[config.mk]
export PLATFORM = sky130hd
export DESIGN_NAME = sdram_cmd_monitor
export DESIGN_NICKNAME = d
export VERILOG_FILES = /design/src/rtl/sdram_mon_pkg.sv /design/src/rtl/sdram_mon_decode.sv /design/src/rtl/sdram_mon_bank.sv /design/src/rtl/sdram_mon_pwr.sv /design/src/rtl/sdram_cmd_monitor.sv
export SDC_FILE = /design/constraint.sdc
export NUM_CORES = 1
export LEC_CHECK = 0
export BUFFER_PORTS_ARGS = -buffer_cell sky130_fd_sc_hd__buf_2
export CAP_MARGIN = 5
export CORE_MARGIN = 2
export CORE_UTILIZATION = 38
export DETAILED_ROUTE_END_ITERATION = 8
export PLACE_DENSITY = 0.68
export SLEW_MARGIN = 5
export SYNTH_ARGS = -nofsm -noshare
export SYNTH_HDL_FRONTEND = slang
export SYNTH_SLANG_ARGS = --single-unit
[constraint.sdc]
create_clock -name clk -period 3.1 [get_ports clk]
set_input_delay 0 -clock clk [delete_from_list [all_inputs] [get_ports clk]]
set_output_delay 0 -clock clk [all_outputs]
set_load 0.005 [all_outputs]
[src/rtl/sdram_mon_pkg.sv]
package sdram_mon_pkg;
  typedef enum logic [3:0] {
    BS_IDLE = 4'd0, BS_OPENING = 4'd1, BS_OPEN = 4'd2, BS_RD = 4'd3, BS_WR = 4'd4,
    BS_RD_AC = 4'd5, BS_WR_AC = 4'd6, BS_CLOSING = 4'd7, BS_REFR = 4'd8
  } bank_st_e;

  typedef enum logic [3:0] {
    C_DESEL, C_NOP, C_STOP, C_RD, C_WR, C_ACT, C_PRE, C_REF, C_MODE
  } cmd_e;

  typedef enum logic [3:0] {
    E_NONE = 4'd0, E_STATE = 4'd1, E_NOTIDLE = 4'd2, E_ACLOCK = 4'd3, E_RCD = 4'd4,
    E_RP = 4'd5, E_RC = 4'd6, E_RRD = 4'd7, E_WAKE = 4'd8, E_SLEEP = 4'd9
  } err_e;

  typedef enum logic [1:0] {PW_RUN = 2'd0, PW_DOWN = 2'd1, PW_SELF = 2'd2} pwr_e;
endpackage

[src/rtl/sdram_mon_decode.sv]
module sdram_mon_decode
  import sdram_mon_pkg::*;
#(
  parameter int NUM_BANKS = 4,
  localparam int BA_W = $clog2(NUM_BANKS)
) (
  input  logic            cs_n,
  input  logic            ras_n,
  input  logic            cas_n,
  input  logic            we_n,
  input  logic [BA_W-1:0] ba,
  input  logic            a10,
  output cmd_e            cmd,
  output logic            quiet,
  output logic [NUM_BANKS-1:0] hit
);
  always_comb begin
    if (cs_n) cmd = C_DESEL;
    else begin
      case ({ras_n, cas_n, we_n})
        3'b111:  cmd = C_NOP;
        3'b110:  cmd = C_STOP;
        3'b101:  cmd = C_RD;
        3'b100:  cmd = C_WR;
        3'b011:  cmd = C_ACT;
        3'b010:  cmd = C_PRE;
        3'b001:  cmd = C_REF;
        default: cmd = C_MODE;
      endcase
    end
  end

  assign quiet = (cmd == C_DESEL) || (cmd == C_NOP);

  for (genvar g = 0; g < NUM_BANKS; g++) begin : g_hit
    logic sel;
    assign sel = (ba == BA_W'(g));
    assign hit[g] = ((cmd == C_RD || cmd == C_WR || cmd == C_ACT) && sel) ||
                    (cmd == C_PRE && (a10 || sel)) ||
                    (cmd == C_REF) || (cmd == C_STOP);
  end
endmodule

[src/rtl/sdram_mon_bank.sv]
module sdram_mon_bank
  import sdram_mon_pkg::*;
#(
  parameter int T_RCD     = 3,
  parameter int T_RP      = 3,
  parameter int T_RC      = 6,
  parameter int BURST_LEN = 4,
  localparam int M1 = (T_RCD > T_RP) ? T_RCD : T_RP,
  localparam int M2 = (M1 > T_RC) ? M1 : T_RC,
  localparam int M3 = (M2 > BURST_LEN) ? M2 : BURST_LEN,
  localparam int CW = $clog2(M3 + 1)
) (
  input  logic     clk,
  input  logic     rst,
  input  logic     tick,
  input  logic     take,
  input  logic     hit,
  input  cmd_e     cmd,
  input  logic     ac,
  output bank_st_e st,
  output logic     berr,
  output err_e     bcode
);
  localparam logic [CW-1:0] RCD_LD = CW'(T_RCD - 1);
  localparam logic [CW-1:0] RP_LD  = CW'(T_RP - 1);
  localparam logic [CW-1:0] RC_LD  = CW'(T_RC - 1);
  localparam logic [CW-1:0] BL_LD  = CW'(BURST_LEN - 1);

  bank_st_e      nst;
  logic [CW-1:0] cnt, ncnt;
  logic          timed, busy_ok;

  assign timed   = (st != BS_IDLE) && (st != BS_OPEN);
  assign busy_ok = (st == BS_OPEN) || (st == BS_RD) || (st == BS_WR);

  always_comb begin
    bcode = E_NONE;
    if (hit) begin
      case (cmd)
        C_RD, C_WR: case (st)
          BS_IDLE:            bcode = E_STATE;
          BS_OPENING:         bcode = E_RCD;
          BS_CLOSING:         bcode = E_RP;
          BS_RD_AC, BS_WR_AC: bcode = E_ACLOCK;
          default:            bcode = E_NONE;
        endcase
        C_ACT: case (st)
          BS_OPENING, BS_OPEN, BS_RD, BS_WR: bcode = E_STATE;
          BS_CLOSING:                        bcode = E_RP;
          BS_RD_AC, BS_WR_AC:                bcode = E_ACLOCK;
          default:                           bcode = E_NONE;
        endcase
        C_PRE: case (st)
          BS_OPENING:         bcode = E_RCD;
          BS_RD_AC, BS_WR_AC: bcode = E_ACLOCK;
          default:            bcode = E_NONE;
        endcase
        default: bcode = E_NONE;
      endcase
    end
    berr = (bcode != E_NONE);
  end

  always_comb begin
    nst  = st;
    ncnt = cnt;
    if (tick) begin
      if (timed) begin
        if (cnt == CW'(1)) begin
          ncnt = '0;
          case (st)
            BS_RD_AC, BS_WR_AC: begin
              nst  = (T_RP > 1) ? BS_CLOSING : BS_IDLE;
              ncnt = RP_LD;
            end
            BS_OPENING, BS_RD, BS_WR: nst = BS_OPEN;
            default:                  nst = BS_IDLE;
          endcase
        end else begin
          ncnt = cnt - CW'(1);
        end
      end
      if (take && hit) begin
        case (cmd)
          C_ACT: if (st == BS_IDLE) begin
            nst  = (T_RCD > 1) ? BS_OPENING : BS_OPEN;
            ncnt = RCD_LD;
          end
          C_RD, C_WR: if (busy_ok) begin
            ncnt = BL_LD;
            if (BURST_LEN > 1) begin
              if (cmd == C_RD) nst = ac ? BS_RD_AC : BS_RD;
              else             nst = ac ? BS_WR_AC : BS_WR;
            end else if (ac) begin
              nst  = (T_RP > 1) ? BS_CLOSING : BS_IDLE;
              ncnt = RP_LD;
            end else begin
              nst = BS_OPEN;
            end
          end
          C_PRE: if (busy_ok) begin
            nst  = (T_RP > 1) ? BS_CLOSING : BS_IDLE;
            ncnt = RP_LD;
          end
          C_STOP: if (st == BS_RD || st == BS_WR) begin
            nst  = BS_OPEN;
            ncnt = '0;
          end
          C_REF: if (st == BS_IDLE) begin
            nst  = (T_RC > 1) ? BS_REFR : BS_IDLE;
            ncnt = RC_LD;
          end
          default: ;
        endcase
      end
    end
  end

  always_ff @(posedge clk) begin
    if (rst) begin
      st  <= BS_IDLE;
      cnt <= '0;
    end else begin
      st  <= nst;
      cnt <= ncnt;
    end
  end

  AST_OPEN_NOT_IDLE: assert property (@(posedge clk) disable iff (rst)
    (st == BS_OPEN) |=> (st != BS_IDLE));

  AST_AC_LOCKED: assert property (@(posedge clk) disable iff (rst)
    (st == BS_RD_AC || st == BS_WR_AC) |=>
      (st == $past(st) || st == BS_CLOSING || st == BS_IDLE));
endmodule

[src/rtl/sdram_mon_pwr.sv]
module sdram_mon_pwr
  import sdram_mon_pkg::*;
(
  input  logic clk,
  input  logic rst,
  input  logic clke,
  input  cmd_e cmd,
  input  logic quiet,
  input  logic all_idle,
  output pwr_e pwr,
  output logic en,
  output logic hold,
  output logic entry,
  output logic err_entry,
  output logic err_exit
);
  logic clke_q;

  assign en        = (pwr == PW_RUN) && clke_q;
  assign hold      = (pwr == PW_RUN) && !clke_q;
  assign entry     = en && !clke && all_idle;
  assign err_entry = entry && !(quiet || cmd == C_REF);
  assign err_exit  = (pwr != PW_RUN) && clke && !quiet;

  always_ff @(posedge clk) begin
    if (rst) begin
      pwr    <= PW_RUN;
      clke_q <= 1'b1;
    end else begin
      clke_q <= clke;
      case (pwr)
        PW_RUN: begin
          if (entry && quiet)             pwr <= PW_DOWN;
          else if (entry && cmd == C_REF) pwr <= PW_SELF;
        end
        default: if (clke) pwr <= PW_RUN;
      endcase
    end
  end

  AST_WAKE_RUN: assert property (@(posedge clk) disable iff (rst)
    (pwr != PW_RUN && clke) |=> (pwr == PW_RUN));
endmodule

[src/rtl/sdram_cmd_monitor.sv]
module sdram_cmd_monitor
  import sdram_mon_pkg::*;
#(
  parameter int NUM_BANKS = 4,
  parameter int T_RCD     = 3,
  parameter int T_RP      = 3,
  parameter int T_RC      = 6,
  parameter int T_RRD     = 2,
  parameter int BURST_LEN = 4,
  localparam int BA_W = $clog2(NUM_BANKS),
  localparam int RW   = $clog2(T_RRD + 1)
) (
  input  logic                   clk,
  input  logic                   rst,
  input  logic                   clke,
  input  logic                   cs_n,
  input  logic                   ras_n,
  input  logic                   cas_n,
  input  logic                   we_n,
  input  logic [BA_W-1:0]        ba,
  input  logic                   a10,
  output logic                   err_pulse,
  output logic [3:0]             err_code,
  output logic [BA_W-1:0]        err_bank,
  output logic [4*NUM_BANKS-1:0] bank_state,
  output logic [1:0]             pwr_state
);
  cmd_e                 cmd;
  logic                 quiet;
  logic [NUM_BANKS-1:0] hit, berr;
  bank_st_e             st    [NUM_BANKS];
  err_e                 bcode [NUM_BANKS];
  logic                 all_idle, any_refr, all_refr;
  pwr_e                 pwr;
  logic                 en, hold, entry, err_entry, err_exit, take;
  err_e                 e_code;
  logic [BA_W-1:0]      e_bank;
  logic [RW-1:0]        rrd_cnt;

  sdram_mon_decode #(.NUM_BANKS(NUM_BANKS)) u_dec (
    .cs_n(cs_n), .ras_n(ras_n), .cas_n(cas_n), .we_n(we_n),
    .ba(ba), .a10(a10), .cmd(cmd), .quiet(quiet), .hit(hit)
  );

  for (genvar g = 0; g < NUM_BANKS; g++) begin : g_bank
    sdram_mon_bank #(
      .T_RCD(T_RCD), .T_RP(T_RP), .T_RC(T_RC), .BURST_LEN(BURST_LEN)
    ) u_bank (
      .clk(clk), .rst(rst), .tick(en), .take(take), .hit(hit[g]),
      .cmd(cmd), .ac(a10), .st(st[g]), .berr(berr[g]), .bcode(bcode[g])
    );
    assign bank_state[4*g +: 4] = st[g];
  end

  always_comb begin
    all_idle = 1'b1;
    any_refr = 1'b0;
    all_refr = 1'b1;
    for (int i = 0; i < NUM_BANKS; i++) begin
      all_idle = all_idle & (st[i] == BS_IDLE);
      any_refr = any_refr | (st[i] == BS_REFR);
      all_refr = all_refr & (st[i] == BS_REFR);
    end
  end

  sdram_mon_pwr u_pwr (
    .clk(clk), .rst(rst), .clke(clke), .cmd(cmd), .quiet(quiet),
    .all_idle(all_idle), .pwr(pwr), .en(en), .hold(hold), .entry(entry),
    .err_entry(err_entry), .err_exit(err_exit)
  );

  always_comb begin
    e_code = E_NONE;
    e_bank = ba;
    if (err_exit) e_code = E_WAKE;
    else if (en) begin
      if (any_refr && !quiet)                               e_code = E_RC;
      else if ((cmd == C_REF || cmd == C_MODE) && !all_idle) e_code = E_NOTIDLE;
      else if (err_entry)                                   e_code = E_SLEEP;
      else if (|berr) begin
        for (int i = NUM_BANKS - 1; i >= 0; i--) begin
          if (berr[i]) begin
            e_code = bcode[i];
            e_bank = BA_W'(i);
          end
        end
      end
      else if (cmd == C_ACT && rrd_cnt != '0)               e_code = E_RRD;
    end
  end

  assign take = en && !entry && (e_code == E_NONE);

  always_ff @(posedge clk) begin
    if (rst) begin
      rrd_cnt   <= '0;
      err_pulse <= 1'b0;
      err_code  <= 4'd0;
      err_bank  <= '0;
    end else begin
      if (take && cmd == C_ACT)    rrd_cnt <= RW'(T_RRD - 1);
      else if (en && rrd_cnt != '0) rrd_cnt <= rrd_cnt - RW'(1);
      err_pulse <= (e_code != E_NONE);
      err_code  <= e_code;
      err_bank  <= e_bank;
    end
  end

  assign pwr_state = pwr;

  AST_SLEEP_ALL_IDLE: assert property (@(posedge clk) disable iff (rst)
    (pwr != PW_RUN) |-> all_idle);

  AST_SUSPEND_FREEZE: assert property (@(posedge clk) disable iff (rst)
    hold |=> ($stable(bank_state) && !err_pulse));

  AST_REFRESH_ALL: assert property (@(posedge clk) disable iff (rst)
    any_refr |-> all_refr);
endmodule

==> flow_summary.toml, run 1 <==
[worst_setup_path]
critPathMaxFanout = 4
reg2regPathDepth = 12
end_kind = "flip-flop"
crit_cells = 12
cp_cell_sequence = "or4_4 -> or4_4 -> nor3_4 -> nand2_2 -> nor3b_2 -> a31oi_2 -> a21o_4 -> buf_12 -> nor3_4 -> buf_4 -> a221o_1 -> a22o_1"
worst_ep_required_time_ns = 3.32
path_delay_family = "simple AND/OR/NAND/NOR gates"
path_buf_inv = 2
cpPeakStageDelay_ns = 0.59
cp_data_arrival_time_ns = 3.54
worst_setup_path_start_kind = "flip-flop"
slowest_stage = "or4_4"
critical_path_class = "reg2reg"

[routing]
routed-via-count = 5600
drt_iter0_drc = 673
drc = 0
vias_per_cell = 6.28
wl_per_cell_um = 20.2
wl_um = 18000
drtAntennaViolNets = 0
dr.pass1.iters = 5

[synth]
synth.distinct_cells = 74
ys.flop_type = "dfxtp_1"
syn_area_per_cell_um2 = 6.77
synth_seq_area_share_pct = 19.0
ys_async_sr_fraction_pct = 0
synth_edf_count = 0
synth_nets = 644
syn-instance-count = 624
yosys_warnings = 0
synth-seq-cells = 40
synth_area_um2 = 4220

[run_status]
violations = "negative setup slack"
outcome = "complete, but fails checks"

[cts]
numCtsBuffers = 5
htreeDepth = 2
clock-root-buffer = "clkbuf_8"
cts.sinks = 40
clk_latency_ns = 0.34
cts_tree = "done"
clock_path_buffers = 2
clk_pin_slew_ns = 0.09

[timing]
rsz0062_at_grt = "true"
clock.fmax_mhz = 301
finalSetupViolCount = 26
tightest_slew_ns = 0.890
hold_violations = 0
fin_crit_ns = 3.32
finalMaxSlewViolations = 0
skew_ns = 0.0121
maxSlewHeadroom_pct = 40.5
fin_ws_ns = -0.217
finalCritPeriodShare_pct = 107

[floorplan]
pin_count = 35
start_util_pct = 39.0
fp.dieArea_um2 = 12000
core_area_um2 = 10800
die_y_um = 109
placementRows = 38
dieWidth_um = 109

[power]
peakVddDrop_v = 0.000198
power.total_w = 0.00238
power_leakage_nw = 2.38
p_per_area_nw_per_um2 = 410

[finish]
drive_gt1_share_pct = 30.7
nets = 772
final_area_um2 = 5790
area_delta_synth_final_pct = 37.1
n_antenna_cell = 0
nFillCells = 1034
stdcell_count = 892

[placed_design]
numPortBuffers = 34
dp_hpwl_um = 12600
placed_area_um2 = 5250
place_congestion = 1.04
place_inst = 861

[worst_hold_path]
hold_depth = 3
hold_class = "in2reg"

[global_routing]
overflow = 0
grt_max_degree = 29
track_usage_pct = 30.1
grt_pass1_vias = 5195
antenna_found_initial = 0
grt_first_pass_wirelength_um = 27400

[run]
drv_cap = 0
registers in the layout, summed over array words and instances, names as in the netlist:
register,count
u_pwr.clke_q,1
err_pulse,1
err_code,4
g_bank.u_bank.cnt,12
g_bank.u_bank.st,16
err_bank,2
u_pwr.pwr,2
rrd_cnt,2
final timing paths:
kind	start	slack (ns)	end
setup / recovery	g_bank[2].u_bank.st[1]$_SDFFE_PP0P_	-0.22	g_bank[1].u_bank.cnt[2]$_SDFFE_PP0P_
hold / removal	ba[1]	0.02	err_bank[1]$_SDFF_PP0_
setup reg to reg	g_bank[2].u_bank.st[1]$_SDFFE_PP0P_	-0.22	g_bank[1].u_bank.cnt[2]$_SDFFE_PP0P_
hold reg to reg	u_pwr.pwr[0]$_SDFFE_PP0P_	0.49	u_pwr.pwr[0]$_SDFFE_PP0P_
metrics by stage:
step | setup WS [ns] | hold slack (ns) | util [%] | TNS, ns
floorplan | -0.160 | 0.107 | - | -1.20
global placement | -0.311 | 0.296 | 48.5 | -5.27
detailed placement | -0.381 | 0.298 | 48.5 | -6.82
CTS | -0.276 | 0.0206 | 52.0 | -4.91
global route | -0.305 | 0.0682 | 53.4 | -6.41
finish | -0.217 | 0.0241 | 53.4 | -3.78
cell families after synthesis:
family | synth area share, %
buffers and inverters | 6.58
adder cells (fa/ha/maj) | 2.96
multiplexers | 1.93
AO/OA/AOI/OAI | 36.6
flip-flops | 19.0
XOR/XNOR | 1.04
AND/OR/NAND/NOR | 31.9
synth_stat cells (7+ instances only):
| cell | count | area share, % |
|---|---|---|
| nor2_1 | 77 | 6.8 |
| nand3_1 | 12 | 1.4 |
| a31oi_1 | 13 | 1.9 |
| a21o_1 | 7 | 1.2 |
| or3_1 | 9 | 1.3 |
| ha_1 | 10 | 3.0 |
| o22ai_1 | 8 | 1.2 |
| nand2_1 | 53 | 4.7 |
| o41ai_1 | 7 | 1.5 |
| a21oi_1 | 58 | 6.9 |
| nor3_1 | 26 | 3.1 |
| mux2i_1 | 7 | 1.7 |
| a211oi_1 | 15 | 2.7 |
| o21ai_0 | 57 | 6.8 |
| inv_1 | 21 | 1.9 |
| nand2b_1 | 15 | 2.2 |
| clkbuf_1 | 37 | 3.3 |
| and2_1 | 7 | 1.0 |
| dfxtp_1 | 40 | 19 |
power breakdown:
group | switching, W | internal (W) | total [W]
Combinational | 0.000785 | 0.000606 | 0.00139
Sequential | 0.0000398 | 0.000579 | 0.000619
Clock | 0.000214 | 0.000154 | 0.000367
Total | 0.00104 | 0.00134 | 0.00238
area by class of cell:
type	count	area, um^2	area share (%)
inverters	21	78.8	1.36
flip-flops and latches	40	803	13.9
well taps	140	175	3.03
clock inverters	1	5.00	0.0864
multi-input cells	517	3390	58.6
repair buffers	167	1260	21.8
clock buffers	6	72.6	1.25
layer usage:
layer  track usage (%)  part of all wire (%)  vias up
li1                  -                     -     2589
met1              38.7                    40     2606
met2              47.2                    45      322
met3              6.34                   9.8       83
met4              15.4                   5.5        0
met5                 0                     0        -
worst register-to-register path, cell delays in order (launching register included):
cell	delay, ns
dfxtp_1	0.32
or4_4	0.55
or4_4	0.59
nor3_4	0.16
nand2_2	0.09
nor3b_2	0.18
a31oi_2	0.26
a21o_4	0.23
buf_12	0.14
nor3_4	0.05
buf_4	0.13
a221o_1	0.30
a22o_1	0.20
layout by cell type, fill, tap and decap left out, types with 6 or more instances in the layout:
master | Yosys | final
a211oi_1 | 15 | 11
buf_4 | 0 | 118
a21o_1 | 7 | 7
nor3_1 | 26 | 25
buf_6 | 2 | 8
nand2b_1 | 15 | 15
nand2_1 | 53 | 52
a31oi_1 | 13 | 12
a21oi_1 | 58 | 57
dfxtp_1 | 40 | 38
or3_1 | 9 | 9
mux2i_1 | 7 | 7
o22ai_1 | 8 | 8
nor2_1 | 77 | 74
nand3_1 | 12 | 12
and2_1 | 7 | 7
inv_1 | 21 | 21
o21ai_0 | 57 | 57
or2_2 | 6 | 6
buf_2 | 6 | 34
ha_1 | 10 | 10
what timing repair did:
action | 4_1_cts | 5_1_grt
buffers inserted | 13 | 8
gates cloned | 1 | 0
hold buffers | 2 | 0
pin swaps | 17 | 12
endpoints found under the setup margin | 29 | 31
gates resized for setup | 31 | 18
endpoints found under the hold margin | 2 | 0
Note: power is estimated with default switching activity, not from simulation.
==> run 2, diff against run 1 <==
BUFFER_PORTS_ARGS = -buffer_cell sky130_fd_sc_hd__buf_4   (was -buffer_cell sky130_fd_sc_hd__buf_2)
==> run 2 against run 1 <==
Effect of this change:
- the run still ends with negative setup slack left
- clock skew shrank 0.0019 ns
- utilization shrank 0.46 points
- clock power shrank 4%
- combinational power shrank 3%
- final cell count shrank 1.5%
- non-clock buffer count shrank 12
- first-iteration DRC count grew 9.5%
- power shrank 2.5%
==> flow_summary.toml, run 2 (same netlist as run 1, synthesis figures left out) <==
[finish]
stdcell_count = 879
n_antenna_cell = 0
final_cell_mix = "buf_4, nor2_1, a21oi_1"
layout_commonest_cell = "buf_4"
drive_gt1_share_pct = 29.5
largest_register_ffs = 16
reg.largest.list = "g_bank.u_bank.st (16), g_bank.u_bank.cnt (12), err_code (4)"
regMostFlops = "g_bank.u_bank.st"
area_delta_synth_final_pct = 35.9
nets = 759

[worst_setup_path]
reg2regPathDepth = 10
regToRegEndpoint = "g_bank[1].u_bank.st[2]$_SDFFE_PP0P_"
worst_ep_required_time_ns = 3.30
rr_startpoint = "g_bank[0].u_bank.st[3]$_SDFFE_PP0P_"
cp-startpoint = "g_bank[0].u_bank.st[3]$_SDFFE_PP0P_"
cp_data_arrival_time_ns = 3.54
worst_setup_path_start_kind = "flip-flop"
critical_path_class = "reg2reg"
r2r_slack_ns = -0.24
end_kind = "flip-flop"
critPathMaxFanout = 7
endpoint = "g_bank[1].u_bank.st[2]$_SDFFE_PP0P_"

[global_routing]
overflow = 0
grt_max_degree = 35
track_usage_pct = 28.6
antenna_found_initial = 0
grt_pass1_vias = 5136
grt_first_pass_wirelength_um = 26400

[run]
drv_cap = 0

[timing]
tightest_slew_ns = 0.883
finalMaxSlewViolations = 0
rsz0062_at_grt = "true"
maxSlewHeadroom_pct = 40.9
skew_ns = 0.0102
finalSetupViolCount = 29
finalCritPeriodShare_pct = 108
whs_ns = 0.0540
clock.fmax_mhz = 300
fin_crit_ns = 3.34
fin_ws_ns = -0.238
hold_violations = 0

[routing]
dr.pass1.iters = 5
drtAntennaViolNets = 0
routed-via-count = 5476
drt_iter0_drc = 737
drc = 0
wl_um = 17200
vias_per_cell = 6.23
wl_per_cell_um = 19.5

[floorplan]
core_area_um2 = 10800
die_y_um = 109
fp.dieArea_um2 = 12000
dieWidth_um = 109
placementRows = 38
start_util_pct = 39.0
pin_count = 35

[placed_design]
dp_hpwl_um = 12200
place_congestion = 0.992
place_inst = 843
numPortBuffers = 34

[power]
comb_power_share_pct = 58.1
power.internal_w = 0.00133
p_per_area_nw_per_um2 = 404
seq_power_share_pct = 26.7
swShare_pct = 42.8
peakVddDrop_v = 0.000201
clkPwrFrac_pct = 15.2
power_leakage_nw = 2.32
p_sw_w = 0.000991

[cts]
clk_pin_slew_ns = 0.08
clock-root-buffer = "clkbuf_8"
htreeDepth = 2
clk_latency_ns = 0.30
cts.sinks = 40
cts_tree = "done"
numCtsBuffers = 5
clock_path_buffers = 2

[worst_hold_path]
hold_class = "in2reg"

[run_status]
outcome = "complete, but fails checks"
violations = "negative setup slack"
run 2: cell count changes in the layout (fill, tap and decap cells not counted), sizes merged:
| cell | change |
|---|---|
| buf | -12 |
| a211o | -1 |
run 2: what timing repair did:
| action | CTS | global route |
|---|---|---|
| endpoints found under the setup margin | 27 | 30 |
| hold endpoints to repair | 2 | 0 |
| pin swaps | 14 | 22 |
| hold buffers | 2 | 0 |
| cloned | 0 | 0 |
| buffers inserted | 21 | 9 |
| gates resized for setup | 14 | 38 |
run 2: power groups by stage:
stage	logic (W)	clock network [W]	registers, W
5_1_grt	0.00146	0.000374	0.000626
2_1_floorplan	0.000746	0	0.000636
6_report	0.00135	0.000352	0.000619
3_3_place_gp	0.00112	0	0.000625
4_1_cts	0.00124	0.000351	0.000618
3_5_place_dp	0.00115	0	0.000629
run 2: final cells by class:
cell class	count	area, um^2
sequential	40	803
clock inverter	1	5.00
multi-input combinational	516	3380
tap	140	175
timing repair buffer	155	1220
inverter	21	78.8
fill	1054	5100
clock buffer	6	72.6
run 2: critical path, cell delays in order, from the launching register on:
cell and delay [ns]:
dfxtp_2 0.33, or4_4 0.55, or4_4 0.59, nor3_4 0.15
nand2_2 0.10, and3_4 0.20, a211o_4 0.42, buf_6 0.15
nor3_4 0.29, a31oi_2 0.16, a221oi_2 0.30
run 2: metal layers:
metal	up-vias	GRT usage (%)	share of wire [%]
li1	2563	-	-
met1	2585	36.3	41
met2	273	47.1	47
met3	55	4.98	8.1
met4	0	13.1	3.8
met5	-	0	0
run 2: worst min path at each step:
stage,from,end,slack (ns),cells after the start
6_report,ba[1],err_bank[1]$_SDFF_PP0_,0.05,3
5_1_grt,ba[1],err_bank[1]$_SDFF_PP0_,0.08,3
2_1_floorplan,clke,u_pwr.clke_q$_SDFF_PP1_,0.11,1
3_3_place_gp,clke,u_pwr.clke_q$_SDFF_PP1_,0.26,2
4_1_cts,ba[1],err_bank[1]$_SDFF_PP0_,0.05,3
3_5_place_dp,clke,u_pwr.clke_q$_SDFF_PP1_,0.26,2
run 2: stage by stage:
stage          util, %  setup TNS, ns  setup WS [ns]  power [W]  area (um^2)
4_1_cts           50.9          -1.81         -0.154    0.00221         5520
3_5_place_dp      47.9          -3.37         -0.231    0.00178         5190
3_3_place_gp      47.9          -2.90         -0.192    0.00175         5190
5_1_grt           52.9          -8.04         -0.349    0.00246         5740
2_1_floorplan        -          -1.20         -0.160    0.00138         4250
6_report          52.9          -4.59         -0.238    0.00232         5740
